File: config.mk
export PLATFORM = sky130hd
export DESIGN_NAME = dma_gsp
export DESIGN_NICKNAME = d
export VERILOG_FILES = /design/src/rtl/dma_gsp_pkg.sv /design/src/rtl/dma_gsp_stop_trk.sv /design/src/rtl/dma_gsp_poll.sv /design/src/rtl/dma_gsp.sv
export SDC_FILE = /design/constraint.sdc
export NUM_CORES = 1
export LEC_CHECK = 0
export BUFFER_PORTS_ARGS = -buffer_cell sky130_fd_sc_hd__buf_2
export CORE_ASPECT_RATIO = 1.75
export CORE_MARGIN = 2
export CORE_UTILIZATION = 58
export DETAILED_ROUTE_END_ITERATION = 8
export GPL_ROUTABILITY_DRIVEN = 0
export PLACE_DENSITY = 0.79
export SETUP_SLACK_MARGIN = 0.4
export SYNTH_ARGS = -nofsm -noshare
export SYNTH_HDL_FRONTEND = slang
export SYNTH_SLANG_ARGS = --single-unit
File: constraint.sdc
create_clock -name clk_i -period 3.1 [get_ports clk_i]
set_clock_uncertainty 0.05 [all_clocks]
set_input_delay 0.155 -clock clk_i [delete_from_list [all_inputs] [get_ports clk_i]]
set_output_delay 0.155 -clock clk_i [all_outputs]
set_load 0.005 [all_outputs]
File: src/rtl/dma_gsp_pkg.sv
package dma_gsp_pkg;
  localparam int CTRL_W = 3;
  localparam int NUM_PATHS = 2;

  typedef struct packed {
    logic poll_wait;
    logic tx_stop;
    logic rx_stop;
  } ctrl_t;
endpackage

File: src/rtl/dma_gsp_stop_trk.sv
module dma_gsp_stop_trk (
  input  logic clk_i,
  input  logic rst_ni,
  input  logic wr_i,
  input  logic stop_i,
  input  logic busy_i,
  output logic done_o
);
  logic pend_q;

  always_ff @(posedge clk_i or negedge rst_ni) begin
    if (!rst_ni) begin
      pend_q <= 1'b0;
      done_o <= 1'b0;
    end else begin
      done_o <= 1'b0;
      if (wr_i) begin
        if (stop_i && !busy_i) begin
          done_o <= 1'b1;
          pend_q <= 1'b0;
        end else begin
          pend_q <= stop_i;   // busy: defer; stop cleared: cancel
        end
      end else if (pend_q && !busy_i) begin
        done_o <= 1'b1;
        pend_q <= 1'b0;
      end
    end
  end
endmodule

File: src/rtl/dma_gsp_poll.sv
module dma_gsp_poll #(
  parameter int PERIOD = 2_000_000,
  localparam int CNT_W = (PERIOD > 1) ? $clog2(PERIOD) : 1
) (
  input  logic clk_i,
  input  logic rst_ni,
  input  logic restart_i,
  input  logic wait_q_i,
  input  logic tx_stop_q_i,
  input  logic ack_i,
  output logic scan_o
);
  localparam logic [CNT_W-1:0] RELOAD = CNT_W'(PERIOD - 1);

  logic             run_q;
  logic [CNT_W-1:0] cnt_q;
  logic             expire;
  logic             fire;

  assign expire = run_q && (cnt_q == '0);
  assign fire   = expire && !restart_i && !wait_q_i && !tx_stop_q_i;

  always_ff @(posedge clk_i or negedge rst_ni) begin
    if (!rst_ni) begin
      run_q <= 1'b0;
      cnt_q <= '0;
    end else if (restart_i) begin
      run_q <= 1'b1;
      cnt_q <= RELOAD;
    end else if (expire) begin
      if (wait_q_i) run_q <= 1'b0;
      else          cnt_q <= RELOAD;
    end else if (run_q) begin
      cnt_q <= cnt_q - 1'b1;
    end
  end

  always_ff @(posedge clk_i or negedge rst_ni) begin
    if (!rst_ni) scan_o <= 1'b0;
    else         scan_o <= fire | (scan_o & ~ack_i);
  end
endmodule

File: src/rtl/dma_gsp.sv
module dma_gsp
  import dma_gsp_pkg::*;
#(
  parameter int CLK_HZ  = 200_000_000,
  parameter int POLL_HZ = 100
) (
  input  logic              clk_i,
  input  logic              rst_ni,
  input  logic              ctrl_wr_i,
  input  logic [CTRL_W-1:0] ctrl_wdata_i,
  input  logic              rx_busy_i,
  input  logic              tx_busy_i,
  input  logic              scan_ack_i,
  output logic              rx_stop_done_o,
  output logic              tx_stop_done_o,
  output logic              scan_req_o
);
  localparam int PERIOD = CLK_HZ / POLL_HZ;

  ctrl_t ctrl_q;
  ctrl_t ctrl_d;
  logic [NUM_PATHS-1:0] stop_bit;
  logic [NUM_PATHS-1:0] busy;
  logic [NUM_PATHS-1:0] done;

  assign ctrl_d = ctrl_t'(ctrl_wdata_i);

  always_ff @(posedge clk_i or negedge rst_ni) begin
    if (!rst_ni)        ctrl_q <= '0;
    else if (ctrl_wr_i) ctrl_q <= ctrl_d;
  end

  assign stop_bit = {ctrl_d.tx_stop, ctrl_d.rx_stop};
  assign busy     = {tx_busy_i, rx_busy_i};

  for (genvar p = 0; p < NUM_PATHS; p++) begin : g_path
    dma_gsp_stop_trk u_trk (
      .clk_i  (clk_i),
      .rst_ni (rst_ni),
      .wr_i   (ctrl_wr_i),
      .stop_i (stop_bit[p]),
      .busy_i (busy[p]),
      .done_o (done[p])
    );
  end

  assign rx_stop_done_o = done[0];
  assign tx_stop_done_o = done[1];

  dma_gsp_poll #(.PERIOD(PERIOD)) u_poll (
    .clk_i       (clk_i),
    .rst_ni      (rst_ni),
    .restart_i   (ctrl_wr_i && !ctrl_d.poll_wait),
    .wait_q_i    (ctrl_q.poll_wait),
    .tx_stop_q_i (ctrl_q.tx_stop),
    .ack_i       (scan_ack_i),
    .scan_o      (scan_req_o)
  );
endmodule

### Word-level counts from Yosys, hierarchy flattened

Index checks and enable logic that the tools add are counted.

* logic and storage cells: 56
* register bits after elaboration: 29
* bits in read-only memories: 0
* bits in writable memories: 0
* bits in latches: 0
* memories: 0

* shift operators: 0
* reductions and logical operators: 23
* multiplexer cells: 19
* divide/modulo/power cells: 0
* multiply operators: 0
* eq/ne operators: 1
* magnitude comparators: 0
* $add $sub $neg: 1
* bitwise logic cells: 3

Operator list (number)
* 21-bit 2-to-1 mux: 4
* 21-bit zero test: 1
* 21-bit by 1-bit subtractor with 21-bit output (second input constant): 1
* 1-bit 2-to-1 mux: 15
* 1-bit logical AND: 9
* 2-bit nonzero test: 4
* 1-bit zero test: 6
* 2-bit AND reduction: 2
* 3-bit by 2-bit != test with 1-bit output (second input constant): 1
* 3-bit nonzero test: 1
* 1-bit bitwise AND: 1
* 1-bit inverter: 1
* 1-bit OR: 1

### Logic depth before layout (Yosys ltp)

Gate-level depths: netlist of the first run.

* depth after elaboration: 7
* gate-level depth with buffers: 9
* gate-level depth less buffers: 8

### Modules after synthesis

Synthesis of the first run repeated with hierarchy kept, for this count alone.

* cell total of the unflattened synthesis: 146
* area total of the unflattened synthesis: 1511.4 um^2

By module, submodules not included
* dma_gsp_poll: instances 1, cells each 131, area each 1292.5 um^2
* dma_gsp_stop_trk: instances 2, cells each 5, area each 70.1 um^2
* dma_gsp: instances 1, cells each 5, area each 78.8 um^2

### Worst setup path after synthesis of the first run

OpenSTA, ideal clock, no wires.

* path type: reg2reg
* start point: register u_poll.cnt_q[0]
* end point: register u_poll.cnt_q[9]
* arrival time: 2.142 ns
* path buffers: 1
* setup slack: 0.787 ns
* library setup time: 0.121 ns
* period minus slack after synthesis: 2.313 ns
* cell stages (with the launch flop): 9
* path through: dfrtp_1 > inv_1 > ha_1 > or3b_2 > or4_4 > buf_6 > o21a_1 > a21o_1 > a22o_1

* longest elaborated chain between the ends: 4
* elaborated cells between the ends (all ways): 9
* those cells by class: 1 x add/sub; 1 x eq/ne; 3 x mux; 4 x reduce/logical

RTL lines
* start, declared: line dma_gsp_poll.sv:16 `logic [CNT_W-1:0] cnt_q;`
* start signal, assigned: line dma_gsp_poll.sv:34 `cnt_q <= cnt_q - 1'b1;`
* 21-bit by 1-bit subtractor with 21-bit output or 21-bit zero test (tied branches): line dma_gsp_poll.sv:34, dma_gsp_poll.sv:20
* 21-bit 2-to-1 mux or 1-bit logical AND (tied branches): line dma_gsp_poll.sv:33, dma_gsp_poll.sv:20
* 21-bit 2-to-1 mux, or another cell as far along: line dma_gsp_poll.sv:30 `end else if (expire) begin`
* 21-bit 2-to-1 mux or 2-bit AND reduction (tied branches)

Several ways; a longest one is shown, not always the timed one. The select of a mux whose other input is x is not followed.
A chain may end at the register's enable or synchronous reset.

### Worst setup path after layout of the first run

* start point: register u_poll.cnt_q[0]
* end point: register u_poll.cnt_q[8]

Same word-level chain as after synthesis.

==> impl_metrics.toml, run 1 <==
[outcome]
status = "finished, final reports clean"

[critical_path]
crit_type = "flop to flop"
crit_end = "u_poll.cnt_q[8]"
ff2ff_path_depth = 7
startpoint_type = "flop"
end_kind = "flop"
reg2reg_from = "u_poll.cnt_q[0]"
r2r_slack_ns = 0.61
cp.required_ns = 3.22
timing.rr.end = "u_poll.cnt_q[8]"
worstSetupStartpoint = "u_poll.cnt_q[0]"
arrival_ns = 2.61
critPathMaxFanout = 8

[clocking]
clk_pin_slew_worst_paths_ns = 0.06
numCtsBuffers = 5
tritoncts = "yes"
clockBufferDepth = 2
cts-htree-levels = 2
clockRootBuffer = "clkbuf_8"
post_cts_resized = 0
hold_buffers = 4
insertion_delay_ns = 0.28
postCtsSetupBuffers = 0
cts_sinks = 29

[timing]
finalHoldViolCount = 0
relSlewSlack_pct = 57.9
fin_crit_sh_pct = 80.3
rsz0062_at_grt = "false"
slew_violations = 0
post-route-min-period_ns = 2.49
layout_setup_ws_ns = 0.612
setup_tns_ns = 0
max_freq_mhz = 402
setup_viol = 0
tightestPinTransition_ns = 0.632

[placed_design]
pre_cts_slack_ns = 0.637
io_buffers = 11
dp_hpwl_mm = 2.33
dp_cells = 181

[logic_synthesis]
synth_area_leader_cell = "dfrtp_1"
synth_top_area_share_pct = 47.7
syn_avg_cell_area_um2 = 10.4
syn-num-nets = 157
ys_seq_area_share_pct = 47.7
async_reset_ff_share_pct = 100
synth_area_leaders = "dfrtp_1 (48%), nor2_1 (3.5%), or4_1 (3.0%)"
synth.most_common_cell = "dfrtp_1"
synthTopCellsByCount = "dfrtp_1 (29), nor2_1 (14), a21oi_1 (7), nand2_1 (6), or4_1 (6)"
syn-instance-count = 146
ys_types = 50
yosysWarnings = 0
synth_ff_type = "dfrtp_1"
syn-cell-area_um2 = 1520
ys_seq_elements = 29
synth_enable_flop_cells = 0

[routing]
drt_first_pass_iters = 4
vias = 1220
finalWirelength_mm = 3.21
post_drt_wl_per_cell_um = 16.7
drc = 0
drt_iter0_drc = 50
routed_via_density = 6.32
ant_nets = 0

[power_and_ir_drop]
finalPower_uw = 819
p_leak_uw = 0.000662
peakVddDrop_uv = 351
powerDensity_nw_per_um2 = 476

[global_routing]
grt-ovfl-total = 0
grt_pass1_vias = 1225
grt_pass1_wl_mm = 5.57
antenna_found_initial = 0
grt_usage_pct = 25.1
grt_max_degree = 30

[floorplan]
dieArea_um2 = 3070
die_w_um = 42.7
row_count = 24
die_h_um = 71.8
io_pins = 12
core-area_um2 = 2490
initial_core_util_pct = 61.0

[final_layout]
finalNonFillerCells = 193
n_antenna_cell = 0
layout.nets = 177
fill_cells = 191
final_core_util_pct = 69.0
drive_above_1_share_pct = 21.6
syn_to_final_growth_pct = 13.1

[run]
maxCapViolCount = 0

[hold_path]
min_path_type = "input port to flop"
[worst max-delay path, stage by stage (launching register included)]
cell     delay (ns)
dfrtp_1        0.41
inv_1          0.09
ha_1           0.13
or3b_2         0.46
or4_4          0.49
o21ai_1        0.49
or4_1          0.20
nand2_1        0.05
[worst min path at each step]
stage                         start              end  slack, ns  cells past startpoint
floorplan                    rst_ni        ctrl_q[1]      -0.19                      0
detailed placement           rst_ni  u_poll.cnt_q[8]       0.17                      1
global route        ctrl_wdata_i[1]        ctrl_q[1]       0.07                      2
finish              ctrl_wdata_i[1]        ctrl_q[1]       0.07                      2
global placement             rst_ni  u_poll.cnt_q[8]       0.16                      1
CTS                 ctrl_wdata_i[1]        ctrl_q[1]       0.06                      2
[per-layer routing]
layer / routed length, um / GRT usage (%) / part of all wire (%)
met3: 91 / 6.80 / 2.8
met4: 73 / 12.2 / 2.3
met5: 0 / 0 / 0
met1: 1270 / 26.1 / 40
met2: 1780 / 44.9 / 55
[stage by stage]
stage | instance area, um2 | hold WS, ns
3_5_place_dp | 1600 | 0.167
2_1_floorplan | 1520 | -0.191
4_1_cts | 1720 | 0.0612
3_3_place_gp | 1600 | 0.155
5_1_grt | 1720 | 0.0730
6_report | 1720 | 0.0660
[registers in the layout (all words and copies together), names as in the netlist]
signal and cells:
u_poll.cnt_q 21, ctrl_q 2, g_path.u_trk.done_o 2, g_path.u_trk.pend_q 2, u_poll.run_q 1, u_poll.scan_o 1
[kinds of logic after synthesis]
| group | after synthesis | synth area share [%] |
|---|---|---|
| and+or+nand+nor | 63 | 26.2 |
| AOI/OAI and AO/OA | 34 | 15.9 |
| DFF | 29 | 47.7 |
| buffers and inverters | 9 | 2.96 |
| xor gates and xnor gates | 5 | 2.88 |
| muxes | 4 | 2.80 |
| adders and majority gates | 2 | 1.64 |
[cell usage in the layout (no fill, tap or decap), types with 5 or more instances in the layout]
cell	netlist	routed
a21oi_1	7	7
buf_2	1	11
clkbuf_8	0	5
dfrtp_1	29	29
nand2_1	6	6
nor2_1	14	14
o31ai_1	5	5
or3_1	5	5
or4_1	6	6
[area by class of cell]
| type | instances | area (um2) | area share, % |
|---|---|---|---|
| Multi-Input combinational cell | 108 | 751 | 43.6 |
| Clock buffer | 8 | 80.1 | 4.65 |
| Inverter | 5 | 21.3 | 1.24 |
| Tap cell | 26 | 32.5 | 1.89 |
| Sequential cell | 29 | 726 | 42.2 |
| Timing Repair Buffer | 17 | 110 | 6.40 |
[where the power goes]
| group | leakage, uW | switching (uW) | internal, uW |
|---|---|---|---|
| sequential | 0.000331 | 28.3 | 404 |
| clock | 0.0000395 | 134 | 159 |
| combinational | 0.000291 | 52.8 | 40.7 |
| total | 0.000662 | 215 | 604 |
No activity file was read; power rests on OpenSTA's default activity.
==> run 2, diff against run 1 <==
Settings changed: CORE_UTILIZATION 58 to 52, PLACE_DENSITY 0.79 to 0.75.
Clock period 3.1 ns to 2.2 ns, I/O delays scaled along.
==> run 2 against run 1 <==
Compared with the run above: the run now ends with setup timing left; combinational power grew to 2.6 times the previous value; first-iteration DRC count grew 16%; cell area grew 26%; clock-buffer cell count shrank 1; register-to-register slack lost 0.75 ns; die area grew 11%; fmax grew 6.5%; non-clock buffer count grew 39; sequential cell count is the same; core utilization grew 6.6 points; routed wire length grew 32%; via count grew 15%; largest cell class unchanged; highest routed layer unchanged.
==> impl_metrics.toml, run 2 (synthesis results as in run 1) <==
[global_routing]
grt_pass1_vias = 1429
grt_usage_pct = 26.3
grt_max_degree = 30
grt-ovfl-total = 0
antenna_found_initial = 0
grt_pass1_wl_mm = 6.25

[outcome]
violations = "setup timing"
status = "finished, violations left"

[critical_path]
crit_path_frequent_cell = "or4_4"
arrival_ns = 2.49
crit_type = "flop to flop"
max_stage_delay_ns = 0.63
critPathBufInv = 0
crit_chain = "or4_4 > or4_4 > or4_1 > o21ai_1"
startpoint_type = "flop"
cp_slowest_cell = "or4_4"
end_kind = "flop"
critPathMaxFanout = 7
crit_family = "simple AND/OR/NAND/NOR gates"
cp.required_ns = 2.35

[routing]
wl_met2_mm = 2.37
routed_via_density = 6.01
finalWirelength_mm = 4.23
met3_length_um = 148
post_drt_wl_per_cell_um = 18.1
drt-met1-wl_mm = 1.50
routed.top_layer = "met4"
drt_iter0_drc = 58
vias = 1401
ant_nets = 0
drt_first_pass_iters = 4
drc = 0

[final_layout]
syn_to_final_growth_pct = 42.4
final_core_util_pct = 75.7
layout.nets = 216
largest_reg_flops = 21
n_antenna_cell = 0
fill_cells = 178
finalNonFillerCells = 233
top_register = "u_poll.cnt_q"
final_common_cell = "buf_4"
drive_above_1_share_pct = 48.3
final_cell_mix = "buf_4 (36), dfrtp_1 (28), nor2_1 (12), buf_2 (12), or4_4 (8)"

[floorplan]
dieArea_um2 = 3390
core-area_um2 = 2860
row_count = 26
die_h_um = 75.6
die_w_um = 44.9
io_pins = 12
initial_core_util_pct = 53.1

[placed_design]
dp_hpwl_mm = 2.91
io_buffers = 11
dp_cells = 218
pre_cts_slack_ns = -0.101

[clocking]
cts-htree-levels = 2
clockRootBuffer = "clkbuf_8"
numCtsBuffers = 5
clockBufferDepth = 2
insertion_delay_ns = 0.28
tritoncts = "yes"
cts_sinks = 29
clk_pin_slew_worst_paths_ns = 0.06

[timing]
setup_viol = 18
hold-worst-slack_ns = 0.0522
tightestPinTransition_ns = 0.654
slew_violations = 0
fin_crit_sh_pct = 106
finalHoldViolCount = 0
post-route-min-period_ns = 2.34
rsz0062_at_grt = "true"
max_freq_mhz = 428
layout_setup_ws_ns = -0.137
relSlewSlack_pct = 56.4

[power_and_ir_drop]
peakVddDrop_uv = 539
finalPower_uw = 1280
powerDensity_nw_per_um2 = 592
p_leak_uw = 0.000871

[hold_path]
min_path_type = "input port to flop"

[run]
maxCapViolCount = 0
## run 2: cell count changes in the layout (fill, tap and decap cells not counted), sizes merged
cell / delta
clkbuf: -1
buf: +39
## run 2: cell type report
class | count | area [um2] | area share [%]
Sequential cell | 29 | 727 | 33.6
Multi-Input combinational cell | 108 | 872 | 40.3
Tap cell | 28 | 35.0 | 1.62
Timing Repair Buffer | 56 | 424 | 19.6
Inverter | 5 | 21.3 | 0.982
Clock buffer | 7 | 86.3 | 3.99
## run 2: worst reg2reg max path, stage by stage (launching register included)
cell     delay [ns]
dfrtp_1        0.38
or4_4          0.54
or4_4          0.63
or4_1          0.56
o21ai_1        0.10
## run 2: power by group
group          internal [uW]  switching [uW]  total [uW]
Sequential               571            29.5         601
Clock                    247             186         433
Combinational            129             118         247
Total                    948             333        1280
## run 2: worst paths after layout
check | from | endpoint | slack (ns) | cells after the start
max in group asynchronous | rst_ni | u_poll.cnt_q[3] | 1.29 | 2
hold / removal | ctrl_wdata_i[1] | ctrl_q[1] | 0.05 | 2
hold reg to reg | u_poll.scan_o | u_poll.scan_o | 0.48 | 2
setup reg to reg | u_poll.cnt_q[11] | u_poll.scan_o | -0.14 | 4
min in group asynchronous | rst_ni | u_poll.cnt_q[7] | 0.34 | 2
setup / recovery | u_poll.cnt_q[11] | u_poll.scan_o | -0.14 | 4
## run 2: per-stage QoR
stage                     instance area [um2]  TNS [ns]
after global placement                   1920    -0.445
after global routing                     2170     -2.46
after CTS                                2110     -1.04
final                                    2170     -1.46
after detailed placement                 1920     -1.08
after floorplan                          1570    -0.390
## run 2: metal layers
metal / track usage (%) / vias to the layer above
li1: - / 663
met1: 24.4 / 690
met2: 49.9 / 33
met3: 5.69 / 15
met4: 16.0 / 0
met5: 0 / -
## run 2: timing repair
item / CTS / global route
pin swaps: 9 / 7
hold buffers: 4 / 0
hold endpoints to repair: 32 / 0
buffers inserted: 2 / 1
resized for setup: 9 / 12
endpoints found under the setup margin: 23 / 23
cloned: 0 / 1
==> run 3, diff against run 2 <==
Settings changed: SYNTH_HIERARCHICAL set to 1.
==> run 3 against run 2 <==
Compared with the run above: the run now ends clean; worst hold slack got worse by 0.019 ns; sequential share of layout area rose by 0.63 points; cell area fell by 2.0%; clock power rose by 12%; core utilization rose by 2.3 points; largest power group unchanged; critical path depth rose by 2; register-to-register slack improved by 0.14 ns; critical path type unchanged; combinational power rose by 4%; synthesized cell count did not move.
==> impl_metrics.toml, run 3 <==
[outcome]
status = "finished, final reports clean"

[logic_synthesis]
synth_area_leaders = "dfrtp_1 (48%), xor2_1 (3.5%), o21ai_0 (3.0%)"
synth_ff_type = "dfrtp_1"
syn-num-nets = 157
synth_enable_flop_cells = 0
async_reset_ff_share_pct = 100
ys_seq_elements = 29
ys_types = 39
syn-cell-area_um2 = 1510
syn_avg_cell_area_um2 = 10.4
synth_area_leader_cell = "dfrtp_1"
synth_top_area_share_pct = 48.0
syn-instance-count = 146
synthTopCellsByCount = "dfrtp_1 (29), nor2_1 (12), o21ai_0 (9), nand2_1 (8), or3_1 (7)"
ys_seq_area_share_pct = 48.0
yosysWarnings = 6
synth.most_common_cell = "dfrtp_1"

[floorplan]
core-area_um2 = 2720
die_h_um = 75.3
die_w_um = 44.8
dieArea_um2 = 3370
io_pins = 12
initial_core_util_pct = 55.5
row_count = 25

[clocking]
cts-htree-levels = 2
insertion_delay_ns = 0.28
numCtsBuffers = 5
clockRootBuffer = "clkbuf_8"
clockBufferDepth = 2
clk_pin_slew_worst_paths_ns = 0.06
tritoncts = "yes"
cts_sinks = 29

[critical_path]
critPathMaxFanout = 5
end_kind = "flop"
ff2ff_path_depth = 6
max_stage_delay_ns = 0.55
crit_chain = "or4_4 > nor4b_2 > o211ai_1 > buf_4 > or3_1 > a21oi_1"
cp_slowest_cell = "or4_4"
critPathBufInv = 1
startpoint_type = "flop"
arrival_ns = 2.36
cp.required_ns = 2.36
crit_type = "flop to flop"
crit_cells = 6
crit_family = "simple AND/OR/NAND/NOR gates"

[routing]
drc = 0
finalWirelength_mm = 4.17
drt_iter0_drc = 39
vias = 1407
post_drt_wl_per_cell_um = 18.8
drt_first_pass_iters = 4
ant_nets = 0
routed_via_density = 6.34

[final_layout]
final_cell_mix = "dfrtp_1 (29), buf_4 (24), buf_2 (11), nor2_1 (10), nand2_1 (8)"
top_register = "u_poll/cnt_q"
seq_area_um2 = 726
largest_reg_flops = 21
final_common_cell = "dfrtp_1"
n_antenna_cell = 0
multi_input_area_um2 = 896
fill_cells = 154
syn_to_final_growth_pct = 40.4
drive_above_1_share_pct = 42.6
layout.nets = 205

[timing]
setup_tns_ns = 0
fin_crit_sh_pct = 99.8
hold-worst-slack_ns = 0.0336
finalHoldViolCount = 0
tightestPinTransition_ns = 0.639
setup_viol = 0
rsz0062_at_grt = "true"
post-route-min-period_ns = 2.20
max_freq_mhz = 455
slew_violations = 0
layout_setup_ws_ns = 0.00350
relSlewSlack_pct = 57.4

[hold_path]
hold_depth = 2
min_path_type = "input port to flop"

[global_routing]
grt_max_degree = 30
antenna_found_initial = 0
grt_pass1_vias = 1511
grt_usage_pct = 28.4
grt-ovfl-total = 0
grt_pass1_wl_mm = 6.72

[power_and_ir_drop]
peakVddDrop_uv = 650
seq_power_share_pct = 45.3
netSwitchingPower_uw = 376
clkPwrFrac_pct = 35.7
pwr-share-comb_pct = 19.0
switching_share_pct = 27.6
p_int_uw = 987
p_leak_uw = 0.000822
powerDensity_nw_per_um2 = 642

[placed_design]
pre_cts_slack_ns = 0.0391
io_buffers = 11
dp_hpwl_mm = 2.46

[run]
maxCapViolCount = 0
## run 3: cell count changes in the layout (fill, tap and decap cells not counted), moves of 3 or more
cell / delta
o21ai_0: +4
buf_6: +4
nand2_1: +3
buf_4: -12
xor2_1: +5
nand3b_1: +3
nor3_2: +3
xnor2_1: -4
or4_4: -7
o211ai_1: +3
## run 3: worst paths after layout
check,start,to,slack [ns]
worst max-delay path,u_poll/cnt_q[7],u_poll/cnt_q[11],0.004
worst min-delay path,ctrl_wdata_i[1],ctrl_q[1],0.03
worst max register to register,u_poll/cnt_q[7],u_poll/cnt_q[11],0.004
worst min register to register,g_path[1].u_trk/pend_q,g_path[1].u_trk/done_o,0.47
max in group asynchronous,rst_ni,u_poll/cnt_q[5],1.35
min in group asynchronous,rst_ni,u_poll/cnt_q[18],0.33
## run 3: area by class of cell
class	instances	area share, %
Multi-Input combinational cell	109	42.2
Sequential cell	29	34.2
Timing Repair Buffer	46	16.7
Clock buffer	7	4.54
Tap cell	27	1.59
Inverter	3	0.531
Clock inverter	1	0.236
## run 3: timing repair
action                     in CTS  in global routing
cloned                          1                  0
hold buffers                    4                  0
resized for setup              30                  9
buffers inserted                9                  4
pin swaps                      14                  8
hold endpoints to repair       32                  0
setup endpoints to repair      21                 21
## run 3: power by group through the flow
stage	Sequential, uW	Clock, uW	Combinational [uW]
after floorplan	616	0	99.0
after global placement	616	0	147
after detailed placement	620	0	158
after CTS	614	505	228
after global routing	619	518	282
final	617	487	258
## run 3: per-stage QoR
step           power, uW  instances  instance area, um2  utilization [%]
6_report            1360        222                2120             78.0
5_1_grt             1420        222                2120             78.0
4_1_cts             1350        218                2040             74.9
3_5_place_dp         778        196                1710             62.8
3_3_place_gp         762        196                1710             62.8
2_1_floorplan        715        146                1550                -
## run 3: layer usage
layer	wire length, um	share of wire (%)	GRT usage [%]	vias up
met5	0	0	0	-
met4	208	5.0	19.9	0
met3	162	3.9	6.87	17
met2	2380	57	51.4	51
met1	1420	34	26.9	701
li1	-	-	-	638
## run 3: kinds of logic (layout without fill, tap and decap cells)
| group | after synthesis | in the layout | synth area share (%) |
|---|---|---|---|
| AOI/OAI and AO/OA | 29 | 29 | 12.6 |
| xor gates and xnor gates | 6 | 6 | 3.48 |
| adders and majority gates | 2 | 2 | 1.66 |
| buffers and inverters | 8 | 57 | 4.47 |
| DFF | 29 | 29 | 48.0 |
| muxes | 4 | 4 | 2.81 |
| and+or+nand+nor | 68 | 68 | 27.0 |
